--- src/rtl/tmr_pkg.sv ---
package tmr_pkg;

  localparam logic [1:0] ADDR_LATCH  = 2'd0;
  localparam logic [1:0] ADDR_MODE   = 2'd1;
  localparam logic [1:0] ADDR_PRESET = 2'd2;

  localparam int MODE_BITS = 5;

  typedef enum logic [1:0] {
    SRC_PRESC = 2'd0,
    SRC_SLOW  = 2'd1,
    SRC_CHAIN = 2'd2,
    SRC_EVENT = 2'd3
  } src_sel_e;

  // bit4 out_en, bit3 evt_pol, bits2:1 src, bit0 stop
  typedef struct packed {
    logic     out_en;
    logic     evt_pol;
    src_sel_e src;
    logic     stop;
  } mode_t;

endpackage

--- src/rtl/tmr_src_select.sv ---
module tmr_src_select
  import tmr_pkg::*;
(
  input  src_sel_e sel,
  input  logic     evt_pol,
  input  logic     presc,
  input  logic     slow,
  input  logic     chain,
  input  logic     evt,
  output logic     level
);

  always_comb begin
    unique case (sel)
      SRC_PRESC: level = presc;
      SRC_SLOW:  level = slow;
      SRC_CHAIN: level = chain;
      SRC_EVENT: level = evt_pol ? evt : ~evt;
      default:   level = 1'b0;
    endcase
  end

endmodule

--- src/rtl/tmr_edge_sync.sv ---
module tmr_edge_sync #(
  parameter int STAGES = 2
) (
  input  logic clk,
  input  logic rst_n,
  input  logic din,
  output logic fall_o,
  output logic rise_o
);

  localparam int NEWER = STAGES - 2;
  localparam int OLDER = STAGES - 1;

  logic [STAGES-1:0] sync_q;

  always_ff @(posedge clk or negedge rst_n) begin
    if (!rst_n) sync_q <= '0;
    else        sync_q <= {sync_q[STAGES-2:0], din};
  end

  assign fall_o = sync_q[OLDER] & ~sync_q[NEWER];
  assign rise_o = ~sync_q[OLDER] & sync_q[NEWER];

endmodule

--- src/rtl/tmr_regs.sv ---
module tmr_regs
  import tmr_pkg::*;
#(
  parameter int W = 8
) (
  input  logic         clk,
  input  logic         rst_n,
  input  logic         wr_en,
  input  logic [1:0]   wr_addr,
  input  logic [W-1:0] wr_data,
  output logic [W-1:0] latch_o,
  output mode_t        mode_o,
  output logic         load_o,
  output logic         preset_o
);

  logic wr_latch, wr_mode, wr_preset;

  assign wr_latch  = wr_en && (wr_addr == ADDR_LATCH);
  assign wr_mode   = wr_en && (wr_addr == ADDR_MODE);
  assign wr_preset = wr_en && (wr_addr == ADDR_PRESET);

  always_ff @(posedge clk or negedge rst_n) begin
    if (!rst_n) begin
      latch_o <= '0;
      mode_o  <= '{out_en: 1'b0, evt_pol: 1'b0, src: SRC_PRESC, stop: 1'b1};
    end else begin
      if (wr_latch) latch_o <= wr_data;
      if (wr_mode)  mode_o  <= mode_t'(wr_data[MODE_BITS-1:0]);
    end
  end

  assign load_o   = wr_latch && mode_o.stop;
  assign preset_o = wr_preset && mode_o.stop;

endmodule

--- src/rtl/tmr_count_core.sv ---
module tmr_count_core #(
  parameter int W = 8
) (
  input  logic         clk,
  input  logic         rst_n,
  input  logic         run,
  input  logic         fall,
  input  logic         rise,
  input  logic         load,
  input  logic [W-1:0] load_val,
  input  logic [W-1:0] latch,
  input  logic         preset,
  input  logic         preset_val,
  output logic [W-1:0] cnt_o,
  output logic         ovf_o,
  output logic         ff_o
);

  localparam logic [W-1:0] ALL1 = '1;
  localparam logic [W-1:0] ONE  = W'(1);

  logic [W-1:0] cnt_nxt;
  logic         pend_q;

  assign cnt_nxt = (cnt_o == ALL1) ? (latch - ONE) : (cnt_o - ONE);

  always_ff @(posedge clk or negedge rst_n) begin
    if (!rst_n) begin
      cnt_o  <= '0;
      pend_q <= 1'b0;
      ovf_o  <= 1'b0;
      ff_o   <= 1'b0;
    end else begin
      ovf_o <= 1'b0;
      if (load) begin
        cnt_o  <= load_val;
        pend_q <= 1'b0;
      end else if (run && fall) begin
        cnt_o  <= cnt_nxt;
        pend_q <= (cnt_nxt == ALL1);
      end else if (run && rise && pend_q) begin
        pend_q <= 1'b0;
        ovf_o  <= 1'b1;
        ff_o   <= ~ff_o;
      end
      if (preset) ff_o <= preset_val;
    end
  end

endmodule

--- src/rtl/dctr_timer.sv ---
module dctr_timer
  import tmr_pkg::*;
#(
  parameter int W          = 8,
  parameter int SYNC_DEPTH = 2
) (
  input  logic         clk,
  input  logic         rst_n,
  input  logic         wr_en,
  input  logic [1:0]   wr_addr,
  input  logic [W-1:0] wr_data,
  input  logic         src_presc_i,
  input  logic         src_slow_i,
  input  logic         src_chain_i,
  input  logic         evt_pin_i,
  output logic         tout_o,
  output logic         ovf_irq_o,
  output logic [W-1:0] count_o
);

  logic [W-1:0] latch_w;
  mode_t        mode_w;
  logic         load_w, preset_w;
  logic         level_w, fall_w, rise_w;
  logic         ff_w, stop_w;

  assign stop_w = mode_w.stop;

  tmr_regs #(.W(W)) regs_i (
    .clk(clk), .rst_n(rst_n), .wr_en(wr_en), .wr_addr(wr_addr),
    .wr_data(wr_data), .latch_o(latch_w), .mode_o(mode_w),
    .load_o(load_w), .preset_o(preset_w)
  );

  tmr_src_select sel_i (
    .sel(mode_w.src), .evt_pol(mode_w.evt_pol), .presc(src_presc_i),
    .slow(src_slow_i), .chain(src_chain_i), .evt(evt_pin_i), .level(level_w)
  );

  tmr_edge_sync #(.STAGES(SYNC_DEPTH)) sync_i (
    .clk(clk), .rst_n(rst_n), .din(level_w), .fall_o(fall_w), .rise_o(rise_w)
  );

  tmr_count_core #(.W(W)) core_i (
    .clk(clk), .rst_n(rst_n), .run(~stop_w), .fall(fall_w), .rise(rise_w),
    .load(load_w), .load_val(wr_data), .latch(latch_w),
    .preset(preset_w), .preset_val(wr_data[0]),
    .cnt_o(count_o), .ovf_o(ovf_irq_o), .ff_o(ff_w)
  );

  assign tout_o = mode_w.out_en & ff_w;

endmodule

--- config.mk ---
export PLATFORM = sky130hd
export DESIGN_NAME = dctr_timer
export DESIGN_NICKNAME = d
export VERILOG_FILES = /design/src/rtl/tmr_pkg.sv /design/src/rtl/tmr_src_select.sv /design/src/rtl/tmr_edge_sync.sv /design/src/rtl/tmr_regs.sv /design/src/rtl/tmr_count_core.sv /design/src/rtl/dctr_timer.sv
export SDC_FILE = /design/constraint.sdc
export NUM_CORES = 1
export LEC_CHECK = 0
export CAP_MARGIN = 20
export CORE_ASPECT_RATIO = 1.25
export CORE_MARGIN = 3
export CORE_UTILIZATION = 45
export CTS_BUF_LIST = sky130_fd_sc_hd__clkbuf_2
export DETAILED_ROUTE_END_ITERATION = 6
export DONT_BUFFER_PORTS = 1
export PLACE_DENSITY_LB_ADDON = 0.1
export SLEW_MARGIN = 10
export SYNTH_ARGS = -nofsm -noshare
export SYNTH_HDL_FRONTEND = slang
export SYNTH_SLANG_ARGS = --single-unit
--- constraint.sdc ---
create_clock -name clk -period 3 [get_ports clk]
set_input_delay 0.15 -clock clk [delete_from_list [all_inputs] [get_ports clk]]
set_output_delay 0.15 -clock clk [all_outputs]
set_load 0.05 [all_outputs]
Word level (Yosys, flattened, before mapping)

Cells that the tools add are included.

Register bits after elaboration: 26
Bits of input ports: 17
Output and inout port bits: 10
Logic and storage cells: 58

Add/subtract/negate cells: 2
Equal/unequal tests: 9
Mux-type cells: 15
Bitwise operators: 8
Reduce and logical (&&, ||, !) cells: 14

Operators by type and width:

| kind                | count |
|---|---|
| $mux 8              | 3 |
| $eq 8x8->1 const B  | 2 |
| $sub 8x1->8 const B | 2 |
| $mux 1              | 11 |
| $logic_and 1x1->1   | 8 |
| $eq 2x2->1 const B  | 3 |
| $not 1->1           | 5 |
| $eq 2x1->1 const B  | 2 |
| $logic_not 2->1     | 2 |
| $pmux 1 s4          | 1 |
| $reduce_bool 2->1   | 2 |
| $and 1x1->1         | 3 |
| $reduce_and 3->1    | 1 |
| $reduce_bool 3->1   | 1 |
| $ne 2x1->1 const B  | 1 |
| $ne 2x2->1 const B  | 1 |

Longest topological paths before layout

Gate-level depths: netlist of the first run.

Word-level depth: 8
Gate-level depth with buffers: 10
Gate-level depth less buffers: 9

Modules after synthesis

Synthesis of the first run repeated with hierarchy kept, for this count alone.

Cell total of the unflattened synthesis: 139
Area, all modules: 1490.2 um^2

By module, submodules not included:

| module         | times used | cells an instance | area an instance (um^2) | seq. area each (um^2) |
|---|---|---|---|---|
| tmr_count_core | 1          | 101               | 860.8                   | 275.3 |
| tmr_regs       | 1          | 30                | 523.0                   | 326.6 |
| tmr_edge_sync  | 1          | 4                 | 65.1                    | 50.0 |
| tmr_src_select | 1          | 2                 | 31.3                    | 0.0 |
| dctr_timer     | 1          | 2                 | 10.0                    | 0.0 |

Worst setup path after synthesis of the first run

Ideal clock, no wire load.

Path type: register -> register
Start: register core_i.cnt_o[4]
End: register core_i.pend_q
Library setup time: 0.095 ns
Arrival: 2.305 ns
Required time: 2.905 ns
Slack: 0.600 ns
Cell stages (with the launch flop): 9
Buffers on the path: 1
Period minus slack after synthesis: 2.400 ns
Cells stage by stage: dfrtp_1 nand4_4 o41ai_1 ha_1 clkbuf_8 nand4_1 xor2_1 nand4_1 o31ai_1

Word-level cells in the longest chain between the ends: 5
Elaborated cells on any way between the ends: 6
Those cells by class: add/sub (1); eq/ne (2); mux (3)

Ends and longest elaborated chain:

| element                                          | RTL line             | RTL |
|---|---|---|
| from (decl)                                      | tmr_count_core.sv:14 | `output logic [W-1:0] cnt_o,` |
| from (signal assigned)                           | tmr_count_core.sv:36 | `cnt_o <= load_val;` |
| from (signal assigned)                           | tmr_count_core.sv:39 | `cnt_o <= cnt_nxt;` |
| $sub 8x1->8 / $eq 8x8->1 (equally long branches) | tmr_count_core.sv:25 | `assign cnt_nxt = (cnt_o == ALL1) ? (latch - ONE) : (cnt_o - ONE);` |
| $mux 8 *                                         | tmr_count_core.sv:25 |  |
| $eq 8x8->1 *                                     | tmr_count_core.sv:40 | `pend_q <= (cnt_nxt == ALL1);` |
| $mux 1 *                                         | tmr_count_core.sv:38 | `end else if (run && fall) begin` |
| $mux 1 *                                         | tmr_count_core.sv:35 | `if (load) begin` |
| to (signal assigned)                             | tmr_count_core.sv:40 |  |
| to (decl)                                        | tmr_count_core.sv:23 | `logic pend_q;` |

Every way passes the cells marked *; elsewhere a longest branch is shown, timed or not.
A chain may end at the register's enable or synchronous reset.

Worst setup path in the final report of the first run

Start: register core_i.cnt_o[1]
End: register core_i.cnt_o[2]

Word-level cells in the longest chain between the ends: 4
Elaborated cells on any way between the ends: 5
Those cells by class: add/sub (1); eq/ne (1); mux (3)

Ends and longest elaborated chain:

| element                                          | RTL line |
|---|---|
| $sub 8x1->8 / $eq 8x8->1 (equally long branches) | tmr_count_core.sv:25 |
| $mux 8 *                                         | tmr_count_core.sv:25 |
| $mux 8 *                                         | tmr_count_core.sv:38 |
| $mux 8 *                                         | tmr_count_core.sv:35 |

Every way passes the cells marked *; elsewhere a longest branch is shown, timed or not. The select of a mux whose other input is x is not followed.

==> results of run 1 <==
-- synth_stat cells (all sizes together) --
| cell type | number |
|---|---|
| dfrtp | 25 |
| mux2 | 13 |
| nand2 | 13 |
| o21ai | 8 |
| nand4b | 7 |
| a21oi | 6 |
| nor2 | 6 |
| a31oi | 4 |
| nand4 | 4 |
| xnor2 | 4 |
| clkbuf | 3 |
| a211oi | 2 |
| a21o | 2 |
| a221o | 2 |
| and2 | 2 |
| and3 | 2 |
| buf | 2 |
| ha | 2 |
| inv | 2 |
| nand3b | 2 |
| nor3 | 2 |
| nor3b | 2 |
| o41ai | 2 |
| or3 | 2 |
| xor2 | 2 |
| dfstp | 1 |
| mux4 | 1 |
| nand2b | 1 |
| nor4 | 1 |
| o2111a | 1 |
| o211ai | 1 |
| o221a | 1 |
| o22ai | 1 |
| o31a | 1 |
| o31ai | 1 |
| or2 | 1 |
| or3b | 1 |
| or4bb | 1 |
-- sequential cells by signal, summed over array words and instances, names as in the netlist --
| signal | count |
|---|---|
| regs_i.mode_o | 5 |
| regs_i.latch_o | 8 |
| core_i.ovf_o | 1 |
| core_i.cnt_o | 8 |
| core_i.pend_q | 1 |
| sync_i.sync_q | 2 |
| core_i.ff_o | 1 |
-- power by group --
| part | internal (mW) | switching (mW) | total [mW] |
|---|---|---|---|
| logic | 0.310 | 0.526 | 0.836 |
| clock network | 0.115 | 0.106 | 0.221 |
| registers | 0.451 | 0.127 | 0.578 |
| total | 0.876 | 0.760 | 1.64 |
-- cell families (layout without fill, tap and decap cells) --
logic type,Yosys count,in the layout,synth area share
xor gates and xnor gates,6,6,0.0353
DFF,26,26,0.437
muxes,14,14,0.113
adders and majority gates,2,2,0.0168
AOI/OAI and AO/OA,32,32,0.157
buffers and inverters,7,27,0.0369
and+or+nand+nor,47,47,0.203
-- cell usage in the layout, fill, tap and decap left out, types with 2 or more instances in the layout --
cell            n
a21o_1          2
a221o_1         2
nor3_1          2
ha_1            2
mux2_2         13
buf_4           8
clkbuf_2        3
a21oi_1         6
xor2_1          2
xnor2_1         4
nand4_1         2
and2_1          2
or3_2           2
dlygate4sd3_1  12
o21ai_0         6
inv_1           2
a211oi_1        2
nand4b_1        7
and3_1          2
nand2_1        13
nor2_1          6
dfrtp_1        25
a31oi_1         4
nand3b_1        2
o21ai_1         2
-- area by class of cell --
| type | count | area [um^2] | area share |
|---|---|---|---|
| timing repair buffer | 21 | 200 | 0.116 |
| inverter | 2 | 7.51 | 0.00433 |
| multi-input combinational | 101 | 783 | 0.452 |
| clock inverter | 1 | 30.0 | 0.0173 |
| sequential | 26 | 652 | 0.376 |
| tap | 36 | 45.0 | 0.0260 |
| clock buffer | 3 | 15.0 | 0.00866 |
-- per-layer routing --
layer / share of wire / GRT usage
met4: 0.0050 / 0.0619
met2: 0.53 / 0.296
met1: 0.42 / 0.238
met5: 0 / 0
met3: 0.051 / 0.0314
-- final timing paths --
check / start / to / slack [ns] / cells past startpoint
hold reg to reg: sync_i.sync_q[0]$_DFF_PN0_ / sync_i.sync_q[1]$_DFF_PN0_ / 0.48 / 0
min in group asynchronous: rst_n / regs_i.latch_o[4]$_DFFE_PN0P_ / 0.16 / 2
hold / removal: wr_data[7] / core_i.cnt_o[7]$_DFFE_PN0P_ / 0.02 / 2
setup reg to reg: core_i.cnt_o[1]$_DFFE_PN0P_ / core_i.cnt_o[2]$_DFFE_PN0P_ / 0.58 / 6
setup / recovery: core_i.cnt_o[1]$_DFFE_PN0P_ / core_i.cnt_o[2]$_DFFE_PN0P_ / 0.58 / 6
max in group asynchronous: rst_n / regs_i.mode_o[0]$_DFFE_PN1P_ / 2.62 / 2
-- per-stage QoR --
step / cells / instance area [um^2] / total power, mW
after global placement: 173 / 1550 / 1.36
after global routing: 190 / 1730 / 1.73
after CTS: 188 / 1710 / 1.63
final: 190 / 1730 / 1.64
after detailed placement: 173 / 1550 / 1.38
after floorplan: 134 / 1490 / 1.22
==> flow_summary.json, run 1 <==
{
  "drv_cap": 0,
  "clockBufferDepth": 2,
  "via_count": 1176,
  "start_util": 0.488,
  "postCtsSetupBuffers": 0,
  "outcome": "finished clean",
  "setup_ws_ns": 0.576,
  "clock.fmax_ghz": 0.412,
  "synth_area_leaders": "dfrtp_1, mux2_2, nand4b_1",
  "startpoint_type": "register",
  "slew_headroom": 0.522,
  "clk_pin_slew_ns": 0.23,
  "clock_latency_ns": 0.36,
  "final-hold-violation-count": 0,
  "grt_pass1_vias": 1205,
  "ios": 27,
  "power.leakage_nw": 0.693,
  "finalClockSkew_ns": 0.0198,
  "nets": 174,
  "cts_tree": "built",
  "worst_pin_slew_ns": 0.718,
  "path_buf_inv": 0,
  "syn_area_um2": 1490,
  "postLayoutCoreUtil": 0.567,
  "drc_errors": 0,
  "dp_hpwl_um": 2540,
  "seq_area_frac_synth": 0.437,
  "coreArea_um2": 3060,
  "ir_drop_mv": 0.536,
  "path_delay_family": "flip-flops",
  "via_per_inst": 6.19,
  "post-place-ws_ns": 0.558,
  "routedWlPerCell_um": 18.1,
  "die_y_um": 70.3,
  "synth_top_area_share": 0.420,
  "report.final.slew_viol_count": 0,
  "hold_class": "input pin to register",
  "die_w_um": 57.5,
  "cp_slowest_cell": "dfrtp_1",
  "drtIter0Drc": 44,
  "wirelength_um": 3430,
  "numClockSinks": 26,
  "crit_chain": "o41ai_1, ha_1, or3_2, o21ai_0, a211oi_1, a21o_1",
  "cts_buffers": 3,
  "crit_path_end_kind": "register",
  "synth_nets": 153,
  "worstPathMaxFanout": 10,
  "ys_ff_latch": 26,
  "grt_remaining_overflow": 0,
  "grt_pass1_wl_um": 5790,
  "rsz0062_at_grt": "no",
  "antenna_found_initial": 0,
  "fin_tns_setup_ns": 0,
  "diodes": 0,
  "crit_path_max_incr_delay_ns": 0.86,
  "yosysTopAreaCell": "dfrtp_1",
  "drive_gt1_frac": 0.240,
  "ant_nets": 0,
  "fin_crit_sh": 0.808,
  "post_cts_resized": 0,
  "synth_cell_type_count": 45,
  "avgSynthCellArea_um2": 11.1,
  "worst-setup-path-type": "register to register",
  "syn_inst": 134,
  "dieArea_um2": 4040,
  "drt-pass1-iter-count": 4,
  "yosysWarnings": 0,
  "h-tree-depth": 1,
  "setup-violations-final": 0,
  "hold_buffers": 11,
  "grt_usage": 0.181,
  "period_needed_ns": 2.42,
  "gp_congestion": 0.852,
  "clockRootBuffer": "clkbuf_2",
  "crit_arrival_ns": 2.70,
  "numPortBuffers": 0,
  "area_delta_synth_final_pct": 16.3,
  "rows": 22,
  "fillers": 270,
  "grt_max_degree": 27,
  "critPathRequiredTime_ns": 3.27,
  "hold_slack_ns": 0.0213,
  "powerDensity_nw_per_um2": 944
}
Power figures use the tool's default switching activity.
==> run 2: changes to the inputs <==
==> constraint.sdc (replaced) <==
create_clock -name clk -period 2.2 [get_ports clk]
set_input_delay 0.11 -clock clk [delete_from_list [all_inputs] [get_ports clk]]
set_output_delay 0.11 -clock clk [all_outputs]
set_load 0.05 [all_outputs]
==> run 2 against run 1 <==
Compared with the run above: cell area is 6.8% higher; largest power group unchanged; global-route usage is 0.78 points higher; worst hold slack better by 0.15 ns; clock-buffer cell count stayed put; non-clock buffer count is 13 higher; first-iteration DRC count is 41% lower; sequential power is 35% higher; critical path type unchanged; critical path depth is 3 higher.
==> flow_summary.json, run 2 (synthesis gave the netlist of run 1 again) <==
{
  "fin_tns_setup_ns": 0,
  "clockRootBuffer": "clkbuf_2",
  "hold_slack_ns": 0.170,
  "crit_path_end_kind": "register",
  "area_delta_synth_final_pct": 24.2,
  "fillers": 263,
  "ios": 27,
  "period_needed_ns": 2.03,
  "via_per_inst": 5.92,
  "final_common_cell": "buf_4",
  "coreArea_um2": 3060,
  "regArea_um2": 661,
  "power.leakage_nw": 0.754,
  "grt_pass1_wl_um": 6130,
  "critPathRequiredTime_ns": 2.47,
  "grt_pass1_vias": 1287,
  "gp_congestion": 0.786,
  "total_power_mw": 2.29,
  "rows": 22,
  "cts_buffers": 3,
  "drt-pass1-iter-count": 4,
  "r2r_cells": 9,
  "drc_errors": 0,
  "rr_endpoint": "core_i.cnt_o[2]$_DFFE_PN0P_",
  "final-hold-violation-count": 0,
  "fin_crit_sh": 0.923,
  "cts_tree": "built",
  "powerDensity_nw_per_um2": 1240,
  "r2r_setup_slack_ns": 0.17,
  "clk_pin_slew_ns": 0.23,
  "setup-violations-final": 0,
  "slew_headroom": 0.671,
  "wirelength_um": 3630,
  "crit_path_end": "core_i.cnt_o[2]$_DFFE_PN0P_",
  "start_util": 0.488,
  "place_area_um2": 1620,
  "worstPathMaxFanout": 7,
  "multi_input_area_um2": 816,
  "outcome": "finished clean",
  "final_cells": 203,
  "startpoint": "core_i.cnt_o[2]$_DFFE_PN0P_",
  "drive_gt1_frac": 0.341,
  "via_count": 1201,
  "h-tree-depth": 1,
  "die_y_um": 70.3,
  "dieArea_um2": 4040,
  "ant_nets": 0,
  "grt_remaining_overflow": 0,
  "clock_latency_ns": 0.34,
  "die_w_um": 57.5,
  "worst-setup-path-type": "register to register",
  "numPortBuffers": 0,
  "routedWlPerCell_um": 17.9,
  "clock.fmax_ghz": 0.493,
  "numClockSinks": 26,
  "fin_area_um2": 1850,
  "reg_top3": "core_i.cnt_o (8), regs_i.latch_o (8), regs_i.mode_o (5)",
  "startpoint_type": "register",
  "drtIter0Drc": 26,
  "worst_pin_slew_ns": 0.498,
  "dp_hpwl_um": 2620,
  "finalClockSkew_ns": 0.00431,
  "hold_class": "input pin to asynchronous set/reset pin",
  "grt_usage": 0.189,
  "post-place-cells": 182,
  "timing.rr.start": "core_i.cnt_o[2]$_DFFE_PN0P_",
  "drv_cap": 0,
  "grt_max_degree": 27,
  "report.final.slew_viol_count": 0,
  "nets": 187,
  "ir_drop_mv": 0.710,
  "antenna_found_initial": 0,
  "crit_arrival_ns": 2.30,
  "final_cell_mix": "buf_4, dfrtp_1, dlygate4sd3_1, nand2_1, mux2_2",
  "clockBufferDepth": 2,
  "diodes": 0
}
run 2: changes by cell type in the layout (fill, tap and decap cells not counted), moves of 2 or more:
cell | previous run | this run
dfrtp_2 | 0 | 7
dfrtp_1 | 25 | 18
buf_4 | 8 | 19
dlygate4sd3_1 | 12 | 14
run 2: worst min-delay path by stage:
stage	from	endpoint	slack (ns)
2_1_floorplan	rst_n	core_i.cnt_o[0]$_DFFE_PN0P_	-0.19
3_3_place_gp	rst_n	regs_i.latch_o[3]$_DFFE_PN0P_	-0.18
3_5_place_dp	rst_n	regs_i.latch_o[3]$_DFFE_PN0P_	-0.18
4_1_cts	rst_n	regs_i.latch_o[0]$_DFFE_PN0P_	0.15
5_1_grt	rst_n	core_i.cnt_o[6]$_DFFE_PN0P_	0.14
6_report	rst_n	core_i.cnt_o[6]$_DFFE_PN0P_	0.17
run 2: stage by stage:
step | setup WS (ns) | utilization
after floorplan | 0.0125 | -
after global placement | 0.172 | 0.531
after detailed placement | 0.0575 | 0.531
after CTS | 0.0231 | 0.589
after global routing | -0.0141 | 0.606
final | 0.170 | 0.606
run 2: where the power goes:
| part | leakage (nW) | internal (mW) | total [mW] | switching (mW) |
|---|---|---|---|---|
| sequential | 0.299 | 0.629 | 0.783 | 0.154 |
| combinational | 0.441 | 0.535 | 1.33 | 0.797 |
| clock | 0.0140 | 0.0395 | 0.176 | 0.137 |
run 2: critical path: stages (launching register included):
cell and delay [ns]:
dfrtp_2 0.50, nand2_1 0.17, nor3_4 0.06, nand2_1 0.09, nand2_1 0.08, ha_2 0.22, or3_2 0.47, o21ai_0 0.10
a211oi_1 0.11, a21o_1 0.16
run 2: final cells by class:
class	instances	area share
well taps	36	0.0243
flip-flops and latches	26	0.357
clock inverters	1	0.00203
inverters	2	0.00406
multi-input cells	101	0.441
repair buffers	34	0.164
clock buffers	3	0.00811
run 2: per-layer routing:
| metal | vias to the layer above | routed length (um) | global-route usage |
|---|---|---|---|
| met3 | 2 | 128 | 0.0185 |
| met2 | 22 | 1920 | 0.328 |
| li1 | 575 | - | - |
| met5 | - | 0 | 0 |
| met4 | 0 | 17 | 0.0387 |
| met1 | 602 | 1560 | 0.251 |
run 2: repair_timing:
item,in CTS,in global routing
resized for setup,0,7
endpoints found under the hold margin,49,0
setup endpoints to repair,0,4
setup buffers,0,2
hold buffers,15,0
